`src/rtl/ls_align.sv`:
```
module ls_align #(
  parameter int unsigned DW = 32
) (
  input  logic          clk,
  input  logic          rst_n,
  input  logic [3:0]    op,
  input  logic [1:0]    byte_off,
  input  logic [DW-1:0] wr_src,
  input  logic [DW-1:0] rd_data,
  output logic [DW-1:0] mem_wdata,
  output logic [3:0]    mem_be,
  output logic [DW-1:0] ld_result,
  output logic          misalign
);
  localparam int unsigned HW = DW / 2;
  localparam logic [3:0] OP_LW = 4'd1, OP_LH = 4'd2, OP_LHU = 4'd3, OP_LB = 4'd4,
                         OP_LBU = 4'd5, OP_LUI = 4'd6, OP_SW = 4'd7, OP_SH = 4'd8,
                         OP_SB = 4'd9;

  logic          is_word, is_half;
  logic [7:0]    sel_byte;
  logic [HW-1:0] sel_half;
  logic [DW-1:0] ld_next;

  assign is_word  = (op == OP_LW) || (op == OP_SW);
  assign is_half  = (op == OP_LH) || (op == OP_LHU) || (op == OP_SH);
  assign misalign = (is_word && byte_off != 2'd0) || (is_half && byte_off[0]);

  assign sel_byte = rd_data[{~byte_off, 3'b000} +: 8];
  assign sel_half = byte_off[1] ? rd_data[HW-1:0] : rd_data[DW-1:HW];

  always_comb begin
    mem_wdata = '0;
    mem_be    = 4'b0000;
    unique case (op)
      OP_SW: begin
        mem_wdata = wr_src;
        mem_be    = misalign ? 4'b0000 : 4'b1111;
      end
      OP_SH: begin
        mem_wdata = {2{wr_src[HW-1:0]}};
        mem_be    = misalign ? 4'b0000 : (byte_off[1] ? 4'b0011 : 4'b1100);
      end
      OP_SB: begin
        mem_wdata = {4{wr_src[7:0]}};
        mem_be    = 4'b1000 >> byte_off;
      end
      default: ;
    endcase
  end

  always_comb begin
    ld_next = '0;
    if (!misalign) begin
      unique case (op)
        OP_LW:  ld_next = rd_data;
        OP_LH:  ld_next = {{HW{sel_half[HW-1]}}, sel_half};
        OP_LHU: ld_next = {{HW{1'b0}}, sel_half};
        OP_LB:  ld_next = {{(DW-8){sel_byte[7]}}, sel_byte};
        OP_LBU: ld_next = {{(DW-8){1'b0}}, sel_byte};
        OP_LUI: ld_next = {wr_src[HW-1:0], {HW{1'b0}}};
        default: ;
      endcase
    end
  end

  always_ff @(posedge clk) begin
    if (!rst_n) ld_result <= '0;
    else        ld_result <= ld_next;
  end

  AST_MISALIGN_NO_WRITE: assert property (@(posedge clk) disable iff (!rst_n)
    misalign |-> mem_be == 4'b0000);
  AST_BYTE_ONE_LANE: assert property (@(posedge clk) disable iff (!rst_n)
    op == OP_SB |-> $countones(mem_be) == 1);
  AST_HALF_TWO_LANES: assert property (@(posedge clk) disable iff (!rst_n)
    (op == OP_SH && !misalign) |-> $countones(mem_be) == 2);
  AST_NONSTORE_QUIET: assert property (@(posedge clk) disable iff (!rst_n)
    (op != OP_SW && op != OP_SH && op != OP_SB) |-> mem_be == 4'b0000);
  AST_WORD_PASS: assert property (@(posedge clk) disable iff (!rst_n)
    (op == OP_LW && !misalign) |=> ld_result == $past(rd_data));
  AST_LUI_LOW_CLEAR: assert property (@(posedge clk) disable iff (!rst_n)
    op == OP_LUI |=> ld_result[HW-1:0] == '0);
  AST_LBU_ZERO_TOP: assert property (@(posedge clk) disable iff (!rst_n)
    op == OP_LBU |=> ld_result[DW-1:8] == '0);
  AST_LB_SIGN_FILL: assert property (@(posedge clk) disable iff (!rst_n)
    op == OP_LB |=> (ld_result[DW-1:8] == '0 || ld_result[DW-1:8] == '1));
  AST_LHU_ZERO_TOP: assert property (@(posedge clk) disable iff (!rst_n)
    op == OP_LHU |=> ld_result[DW-1:HW] == '0);
endmodule

```
`config.mk`:
```
export PLATFORM = sky130hd
export DESIGN_NAME = ls_align
export DESIGN_NICKNAME = d
export VERILOG_FILES = /design/src/rtl/ls_align.sv
export SDC_FILE = /design/constraint.sdc
export NUM_CORES = 1
export LEC_CHECK = 0
export BUFFER_PORTS_ARGS = -buffer_cell sky130_fd_sc_hd__buf_2
export CORE_ASPECT_RATIO = 0.7
export CORE_MARGIN = 4
export CORE_UTILIZATION = 38
export DETAILED_ROUTE_END_ITERATION = 6
export PLACE_DENSITY = 0.77
export SYNTH_ARGS = -nofsm -noshare
export SYNTH_HDL_FRONTEND = slang
export SYNTH_SLANG_ARGS = --single-unit
export TNS_END_PERCENT = 100
```
`constraint.sdc`:
```
create_clock -name clk -period 1.4 [get_ports clk]
set_clock_uncertainty 0.05 [all_clocks]
set_input_delay 0.28 -clock clk [delete_from_list [all_inputs] [get_ports clk]]
set_output_delay 0.28 -clock clk [all_outputs]
set_load 0.03 [all_outputs]
```
==> results.json <==
{
  "status": "finished, violations left",
  "violations": "DRC, setup timing",
  "dp_hpwl_um": 6451,
  "drt_pre_antenna_iters": 7,
  "synth_top_family_by_area": "compound AO/OA/AOI/OAI gates",
  "layout_setup_ws_ps": -264.0,
  "rsz0062_at_grt": "true",
  "cp-end-kind": "primary output",
  "largest_reg_flops": 32,
  "synth_compound_area_share_pct": 33.19,
  "timing.fmax_mhz": 601.0,
  "die_x_um": 95.81,
  "grt_overflow": 0,
  "area_growth_pct": 114.9,
  "fin_crit_sh_pct": 118.9,
  "cts_root_buf": "clkbuf_8",
  "fin_crit_ps": 1664,
  "synth_ff_type": "dfxtp_1",
  "synth-seq-area-share_pct": 31.24,
  "leakagePower_nw": 2.011,
  "drc": 4,
  "clockBufferDepth": 2,
  "initialDrtViolationCount": 447,
  "wl_um": 11490,
  "post_route_cells_drive_above_1_share_pct": 80.42,
  "clk_pin_slew_worst_paths_ps": 70,
  "gp_congestion": 0.8230,
  "worst_pin_slew_ps": 484.4,
  "syn_inst": 229,
  "critical_path_peak_fanout": 8,
  "cts_tree": "yes",
  "slew_headroom_pct": 67.53,
  "first_global_vias": 2803,
  "ys_ff_latch": 32,
  "synthMuxAreaShare_pct": 12.57,
  "synth_top_cell_by_area": "dfxtp_1",
  "finalSetupViolations": 58,
  "yosysWarnings": 0,
  "ir_worst_vdd_v": 0.0006138,
  "syn-cell-area_um2": 2051,
  "p_per_area_nw_per_um2": 616.0,
  "reg_top3": "ld_result: 32 flops",
  "synthArstFlopShare_pct": 0,
  "cts-htree-levels": 2,
  "hold_buffers": 0,
  "synth_xor_area_share_pct": 0.4271,
  "synth_fp_nets": 301,
  "pin_count": 141,
  "nNetsFinal": 496,
  "diodes": 0,
  "hold_class": "in2reg",
  "grt_max_degree": 33,
  "hold_violations": 0,
  "initial_utilization_pct": 39.21,
  "cts.sinks": 32,
  "crit_arrival_ps": 1330,
  "synth_most_common_cell": "dfxtp_1",
  "synth_edf_count": 0,
  "synth_top_area_share_pct": 31.24,
  "finalPower_mw": 2.715,
  "regMostFlops": "ld_result",
  "synth.distinct_cells": 41,
  "drtAntennaViolNets": 0,
  "coreArea_um2": 5230,
  "wl_per_cell_um": 23.16,
  "grt_pass1_wl_um": 14080,
  "synth_fa_ha_area_share_pct": 0,
  "drv_slew": 0,
  "die-area_um2": 6655,
  "synth_area_leaders": "dfxtp_1, a22oi_1, a22o_1",
  "num_vias": 3033,
  "fp-row-count": 22,
  "grt_use_total_pct": 26.81,
  "required_ps": 1070,
  "pre_cts_ws_ps": -468.1,
  "numCtsBuffers": 5,
  "cp-startpoint": "op[2]",
  "yosys.area_share.simple_pct": 16.78,
  "worstSetupPathType": "in2out",
  "die_h_um": 69.46,
  "crit_path_end": "mem_wdata[14]",
  "antenna_found_initial": 0,
  "syn_area_per_cell_um2": 8.955,
  "holdWs_ps": 242.1,
  "viasPerCell": 6.115,
  "port_buffers": 140,
  "startpoint_type": "primary input",
  "maxCapViolCount": 0,
  "yosys-top-cells-count": "dfxtp_1, a22oi_1, a21oi_1"
}
critical path, stage by stage:
cell and delay (ps):
buf_8 100, buf_6 130, nand4b_1 110, buf_6 170
o21ai_4 120, a22o_2 270, buf_6 140
cell type report:
cell class	instances	area, um^2
multi-input combinational	176	1853
timing repair buffer	207	1739
fill	276	822.0
sequential	32	640.6
tap	72	90.09
clock buffer	6	72.57
inverter	2	7.507
clock inverter	1	5.005
worst min path at each step:
| stage | start | end | slack (ps) | cells past startpoint |
|---|---|---|---|---|
| finish | rd_data[0] | ld_result[0] | 240 | 3 |
| global route | rd_data[0] | ld_result[0] | 250 | 3 |
| CTS | rd_data[1] | ld_result[1] | 220 | 3 |
| detailed placement | rd_data[1] | ld_result[1] | 510 | 3 |
| global placement | rd_data[0] | ld_result[0] | 510 | 3 |
| floorplan | rd_data[15] | ld_result[15] | 390 | 2 |
metal layers:
layer	vias to the layer above	share of wire, %	track usage [%]	routed length [um]
li1	1284	-	-	-
met1	1440	37	35.42	4231
met2	258	47	42.53	5456
met3	51	12	8.243	1400
met4	0	3.5	6.309	400
met5	-	0	0	0
per-stage QoR:
step / instances / utilization [%] / instance area, um^2 / TNS [ps]
3_3_place_gp: 465 / 62.66 / 3277 / -20280
6_report: 496 / 84.28 / 4408 / -6790
5_1_grt: 496 / 84.28 / 4408 / -9169
2_1_floorplan: 229 / - / 2236 / -4877
3_5_place_dp: 465 / 62.66 / 3277 / -20730
4_1_cts: 473 / 71.70 / 3750 / -5788
where the power goes:
| group | internal [mW] | switching (mW) | leakage (nW) |
|---|---|---|---|
| Clock | 0.338 | 0.342 | 0.0410 |
| Combinational | 0.512 | 0.592 | 1.71 |
| Sequential | 0.926 | 0.00481 | 0.258 |
repair_timing:
item / CTS / global route
gates cloned: 0 / 8
setup buffers: 1 / 15
endpoints found under the setup margin: 57 / 69
pin swaps: 13 / 30
gates resized for setup: 107 / 93
logic make-up (layout without fill, tap and decap cells):
| logic type | after synthesis | count (layout) |
|---|---|---|
| and+or+nand+nor | 60 | 60 |
| AOI/OAI and AO/OA | 92 | 92 |
| buffers and inverters | 21 | 216 |
| DFF | 32 | 32 |
| muxes | 23 | 23 |
| xor gates and xnor gates | 1 | 1 |
placed cells by master (no fill, tap or decap), types with 6 or more instances in the layout:
cell,synthesis,final
a22oi_1,24,16
nor2_4,0,6
buf_6,2,54
buf_4,3,38
a22oi_2,0,8
mux2_2,12,12
buf_12,0,8
a22o_2,0,11
mux2i_1,10,8
buf_2,11,97
nand2_4,0,10
o21ai_2,0,7
dfxtp_1,32,32
nor2_2,0,6
and2_4,0,8
a21oi_2,10,25
a222oi_1,6,6
(Power assumes the default switching activity.)
